<file path="src/rtl/i2c_host_regs.sv">
module i2c_host_regs #(
  parameter int DW     = 8,
  parameter int CW     = 6,
  parameter int PW     = 3,
  parameter logic [CW-1:0] IDLE_CODE = 6'h3E
) (
  input  logic          clk,
  input  logic          rst,
  input  logic [1:0]    cpu_addr,
  input  logic          cpu_rd,
  input  logic          cpu_wr,
  input  logic [DW-1:0] cpu_wdata,
  output logic [DW-1:0] cpu_rdata,
  output logic          irq_n,
  input  logic          eng_set,
  input  logic [CW-1:0] eng_code,
  input  logic [DW-1:0] eng_rxdata,
  input  logic          eng_busy,
  output logic [DW-1:0] eng_txdata
);
  localparam int NREG = 1 << PW;
  localparam int PAD  = DW - CW;

  logic [CW-1:0] code_q;
  logic          flag_q;
  logic [DW-1:0] data_q;
  logic [PW-1:0] ptr_q;
  logic [DW-1:0] bank_q [NREG];

  wire wr_ptr  = cpu_wr && cpu_addr == 2'd0;
  wire wr_data = cpu_wr && cpu_addr == 2'd1 && flag_q;
  wire wr_ind  = cpu_wr && cpu_addr == 2'd2;

  always_ff @(posedge clk) begin
    if (rst) begin
      code_q <= IDLE_CODE;
      flag_q <= 1'b0;
      data_q <= '0;
    end else if (eng_set) begin
      code_q <= eng_code;
      flag_q <= eng_code != IDLE_CODE;
      data_q <= eng_rxdata;
    end else begin
      if (eng_busy) flag_q <= 1'b0;
      if (wr_data)  data_q <= cpu_wdata;
    end
  end

  always_ff @(posedge clk) begin
    if (rst)         ptr_q <= '0;
    else if (wr_ptr) ptr_q <= cpu_wdata[PW-1:0];
  end

  for (genvar i = 0; i < NREG; i++) begin : g_ind
    always_ff @(posedge clk) begin
      if (rst)                                     bank_q[i] <= '0;
      else if (wr_ind && ptr_q == PW'(i))          bank_q[i] <= cpu_wdata;
    end
  end

  always_comb begin
    cpu_rdata = '0;
    if (cpu_rd) begin
      case (cpu_addr)
        2'd0:    cpu_rdata = {code_q, {PAD{1'b0}}};
        2'd1:    cpu_rdata = data_q;
        2'd2:    cpu_rdata = bank_q[ptr_q];
        default: cpu_rdata = '0;
      endcase
    end
  end

  assign irq_n      = ~flag_q;
  assign eng_txdata = data_q;

  a_r2_low_bits_zero: assert property (@(posedge clk) disable iff (rst)
    (cpu_rd && cpu_addr == 2'd0) |-> cpu_rdata[1:0] == 2'b00);

  a_r3_irq_on_state: assert property (@(posedge clk) disable iff (rst)
    (eng_set && eng_code != IDLE_CODE) |=> !irq_n);

  a_r4_idle_no_irq: assert property (@(posedge clk) disable iff (rst)
    (eng_set && eng_code == IDLE_CODE) |=> irq_n);

  a_r5_busy_clears: assert property (@(posedge clk) disable iff (rst)
    (eng_busy && !eng_set) |=> (irq_n && $stable(code_q)));

  a_r6_ptr_load: assert property (@(posedge clk) disable iff (rst)
    wr_ptr |=> ptr_q == $past(cpu_wdata[PW-1:0]));

  a_r8_data_locked: assert property (@(posedge clk) disable iff (rst)
    (irq_n && !eng_set) |=> $stable(eng_txdata));

  a_r10_idle_bus: assert property (@(posedge clk) disable iff (rst)
    !cpu_rd |-> cpu_rdata == '0);
endmodule

</file>
<file path="config.mk">
export PLATFORM = sky130hd
export DESIGN_NAME = i2c_host_regs
export DESIGN_NICKNAME = d
export VERILOG_FILES = /design/src/rtl/i2c_host_regs.sv
export SDC_FILE = /design/constraint.sdc
export NUM_CORES = 1
export LEC_CHECK = 0
export ABC_AREA = 1
export BUFFER_PORTS_ARGS = -buffer_cell sky130_fd_sc_hd__clkbuf_2
export CORE_MARGIN = 1.5
export CORE_UTILIZATION = 35
export DETAILED_ROUTE_END_ITERATION = 16
export GPL_ROUTABILITY_DRIVEN = 0
export GPL_TIMING_DRIVEN = 1
export MAX_ROUTING_LAYER = met4
export SKIP_CTS_REPAIR_TIMING = 1
export SYNTH_ARGS = -nofsm -noshare
export SYNTH_HDL_FRONTEND = slang
export SYNTH_SLANG_ARGS = --single-unit
</file>
<file path="constraint.sdc">
create_clock -name clk -period 5.5 [get_ports clk]
set_clock_uncertainty 0.05 [all_clocks]
set_input_delay 1.1 -clock clk [delete_from_list [all_inputs] [get_ports clk]]
set_output_delay 1.1 -clock clk [all_outputs]
set_load 0.03 [all_outputs]
</file>
# Yosys cells after proc, flatten, opt, wreduce, memory -nomap -nowiden

Memories as Yosys holds them, arrays and structs flattened. A register that Yosys moved wholly into a read port is not among the register bits.
Cells that the tools add are included.

Flip-flop bits (word level): 18
Bits in latches: 0
Bits in writable memories: 64
ROM bits: 0
Logic and storage cells: 82
Memories: 1

$add $sub $neg: 0
$mul: 0
Divide/modulo/power cells: 0
Order comparisons: 0
Equality and inequality tests: 10
Shifts and indexed selects: 0
Mux-type cells: 42
Bitwise gates (word level): 9
Reductions and logical operators: 16

Memories:

| memory | words | width | read ports | clocked after memory_dff | wr ports | RTL line | text |
|---|---|---|---|---|---|---|---|
| bank_q | 8     | 8     | 1          | 1                        | 8        | 28       | `logic [DW-1:0] bank_q [NREG];` |

Operators with widths:

| operator                                             | number |
|---|---|
| two-way mux 8 bit                                    | 11 |
| two-way mux 1 bit                                    | 28 |
| case mux 8 bit (3 select lines)                      | 1 |
| equality test 3 bit (second input constant)          | 4 |
| logical AND 1 bit                                    | 12 |
| OR 1 bit                                             | 8 |
| equality test 3 x 2 -> 1 bit (second input constant) | 2 |
| two-way mux 3 bit                                    | 2 |
| inequality test 6 bit (second input constant)        | 1 |
| nonzero test 2 bit                                   | 2 |
| equality test 3 x 1 -> 1 bit (second input constant) | 1 |
| zero test 3 bit                                      | 1 |
| equality test 2 x 1 -> 1 bit (second input constant) | 1 |
| equality test 2 bit (second input constant)          | 1 |
| zero test 2 bit                                      | 1 |
| inverter 1 bit                                       | 1 |

# Logic depth before layout (Yosys ltp)

Depth after elaboration: 7
Mapped depth: 9

# Least setup slack after synthesis

No wires, ideal clock.

Kind: in2out
From: in cpu_addr[0]
To: out cpu_rdata[2]
Data arrival time: 2.084 ns
Data required time: 4.350 ns
Slack: 2.266 ns
Stages: 6
Path buffers: 0
Path through: inv_1 -> nand2_1 -> inv_1 -> a22o_1 -> inv_1 -> a21oi_1

Longest elaborated chain between the ends: 3

RTL lines:

| item                                        | RTL line | text |
|---|---|---|
| start: declaration                          | 9        | `input logic [1:0] cpu_addr,` |
| equality test 2 bit (tied with other cells) | 64       | `case (cpu_addr)` |
| case mux 8 bit (3 select lines) (*)         | 64       |  |
| two-way mux 8 bit (*)                       | 63       | `if (cpu_rd) begin` |
| end: declaration                            | 13       | `output logic [DW-1:0] cpu_rdata,` |

Every way passes the cells marked *; elsewhere a longest branch is shown, timed or not.

==> key figures <==
Run status
  • Outcome: complete, no violations

Power and ir drop
  • Power density over the cells: 312.5 nW/um^2
  • Static Leakage: 2.083 nW
  • Peak supply drop: 0.1458 mV

Floorplan
  • Width of the chip: 110.9 um
  • Count of pins on the block boundary: 47
  • Row cnt: 39
  • Initial Utilization: 35.82%
  • Die Footprint: 12290 um^2
  • Area of the placeable core: 11370 um^2
  • Vert. Die Dim: 110.9 um

Global routing
  • Via count of the first global-routing pass: 3259
  • Largest net degree at the start of global routing: 34
  • Total Routing Usage GR: 18.60%
  • Overall overflow remaining after global route: 0
  • Initial antenna violation count: 0
  • Wire length of the first global-routing pass: 17.21 mm

Timing
  • Number of failing hold endpoints at the final stage: 0
  • Tightest slew margin relative to the limit: 13.63%
  • Period Utilization, post-route: 66.77%
  • Fin worst setup slack: 1.828 ns
  • Smallest hold slack: 0.4103 ns
  • Setup repair after global routing missed its margin: false
  • Fmax: 272.3 MHz
  • Setup TNS after final layout: 0 ns
  • Shortest clock period the worst path allows after layout: 3.672 ns
  • Final-report setup violation count: 0
  • Number of pins with negative max-slew slack in the final report: 0
  • Least-Margin Pin Slew: 1.282 ns

Clock network
  • Number of buffers added by the clock tree synthesis step: 9
  • Clock-pin slew of the registers on the worst-case setup and hold paths: 0.06 ns
  • Number of sinks handled by clock tree synthesis: 85
  • Number of buffers on the longest clock path: 2
  • TritonCTS clock tree: yes
  • Insertion delay to the later sink of the worst-skew pair: 0.33 ns
  • Htree depth: 3
  • Clock tree root driver cell: clkbuf_16

Cells and area
  • Final core occ: 41.25%
  • Filler cell count: 1128
  • Count of inserted antenna diode cells: 0
  • Area of all sequential standard cells: 2342 um^2
  • Most common library cell in the layout ignoring fill and taps: nand2_1
  • Final standard cell area without fillers: 4690 um^2
  • Synth-to-Final Area Change: 15.15%
  • Number of nets in the final layout: 559
  • Most frequent cells in the layout: 114 x nand2_1, 75 x nor2_1, 72 x inv_1, 64 x edfxtp_1, 53 x nand3_1
  • Area of the multi-input gates: 1346 um^2
  • Fraction of final layout cells with drive strength greater than 1: 12.55%

Synthesis
  • Syn_nets: 518
  • Mean cell area of the mapped netlist: 8.346 um^2
  • Synthesized flop and latch total: 85
  • Count of different cell masters after synthesis: 18
  • Cell count after synthesis: 488
  • Part of the Yosys area used for sequential elements: 57.51%
  • Combined area of all synthesized cells: 4073 um^2
  • Yosys warnings: 0

Min path
  • Path type of the worst min-delay path: reg2reg
  • End point of the worst hold path: code_q[2]$_SDFFE_PP1P_
  • Cell depth of the worst hold path: 2
  • Worst min-delay path startpoint: code_q[2]$_SDFFE_PP1P_

Worst setup path
  • Critical-path maximum fanout: 33
  • Slack of the worst reg-to-reg path: 3.37 ns
  • Critical register-to-register path endpoint: bank_q[1][7]$_SDFFCE_PN0P_
  • WS Path Type: reg2out
  • Beginning of the worst register-to-register path: ptr_q[0]$_SDFFE_PP0P_
  • Data required time at the worst endpoint: 4.35 ns
  • CP bufs+invs: 3
  • CP endpoint kind: output pin
  • Max incr delay on CP: 0.74 ns
  • Largest delay contributor family on the critical path: buffers and inverters
  • Most common cell type on the critical path: nand2_1
  • Startpoint kind of the worst setup timing path: flip-flop
  • Worst-path cell chain: buf_4, inv_1, nand2_1, nand2_1, nand2_1, nand3_1, nand3_1, a21oi_1, clkbuf_2
  • WP data arrival: 2.52 ns
  • Cell type of the slowest stage on the worst timing path: inv_1
  • Worst R2R Path Depth: 4

Routing
  • Routed vias: 3352
  • Total wire length: 10.79 mm
  • Detailed router's first-iteration violation count: 267
  • DR vias/cell: 4.951
  • Antenna Nets Post-Route: 0
  • Routed len/inst: 15.94 um
  • Iteration count of the initial detailed-routing pass: 5
  • Number of DRC violations after detailed routing: 0

Flow run
  • Count of max-cap constraint violations: 0

Place
  • Quantity of I/O buffers inserted on ports: 46
  • Standard cell area after detailed placement: 4405 um^2
  • Half-perimeter wire length after placement: 7.570 mm
  • Worst setup timing slack at the placement stage: 2.138 ns
[synthesized netlist by cell type]
master / n / area, um^2
nand2_1: 114 / 427.9
nor2_1: 75 / 281.5
inv_1: 72 / 270.3
edfxtp_1: 64 / 1922
nand3_1: 53 / 265.3
o21ai_0: 25 / 125.1
dfxtp_1: 21 / 420.4
a21oi_1: 19 / 95.09
clkinv_1: 8 / 30.03
buf_2: 7 / 35.03
clkbuf_1: 7 / 26.28
a22o_1: 6 / 52.55
nand2_2: 6 / 37.54
nand4_1: 4 / 25.02
buf_4: 3 / 22.52
nor2_4: 2 / 22.52
a31oi_1: 1 / 6.260
o211ai_1: 1 / 7.510
[metrics by stage]
stage / std cells / total power [mW]
floorplan: 488 / 0.8425
global placement: 661 / 0.8980
detailed placement: 661 / 0.8998
CTS: 677 / 1.469
global route: 677 / 1.515
finish: 677 / 1.466
[worst min-delay path, cell delays in order, from the launching register on]
cell     delay [ns]
dfxtp_1        0.32
nand2_1        0.05
nand3_1        0.05
[logic make-up after synthesis]
group                  count (synthesis)  synth area share (%)
AOI/OAI and AO/OA                     52                 7.035
DFF                                   85                 57.51
buffers and inverters                 97                 9.432
and+or+nand+nor                      254                 26.02
[cell type report]
| class | count | share of cell area, % |
|---|---|---|
| clock buffer | 15 | 5.950 |
| clock inverter | 1 | 0.1067 |
| inverter | 80 | 6.403 |
| multi-input combinational | 306 | 28.71 |
| sequential | 85 | 49.95 |
| tap | 143 | 3.815 |
| timing repair buffer | 47 | 5.069 |
[report_power, final]
| group | internal (mW) | switching, mW |
|---|---|---|
| logic | 0.0424 | 0.112 |
| clock network | 0.346 | 0.233 |
| registers | 0.717 | 0.0154 |
[worst max-delay path by stage]
stage | cells after the start | end | slack [ns]
after global placement | 8 | cpu_rdata[5] | 2.16
after detailed placement | 8 | cpu_rdata[5] | 2.14
after CTS | 9 | cpu_rdata[6] | 1.81
after floorplan | 6 | cpu_rdata[2] | 2.27
after global routing | 9 | cpu_rdata[3] | 1.61
final | 9 | cpu_rdata[5] | 1.83
[per-layer routing]
metal / GRT usage [%] / share of wire, % / routed length, um / vias to the layer above
met5: - / 0 / 0 / -
met4: 6.068 / 2.2 / 234 / 0
met3: 3.445 / 5.6 / 600 / 17
met2: 30.08 / 48 / 5174 / 117
met1: 23.73 / 44 / 4784 / 1570
li1: - / - / - / 1648
[registers in the layout, summed over array words and instances (netlist names), named ones only]
register	cells
flag_q	1
bank_q	64
code_q	6
eng_txdata	8
ptr_q	3
No activity file was read; power rests on OpenSTA's default activity.
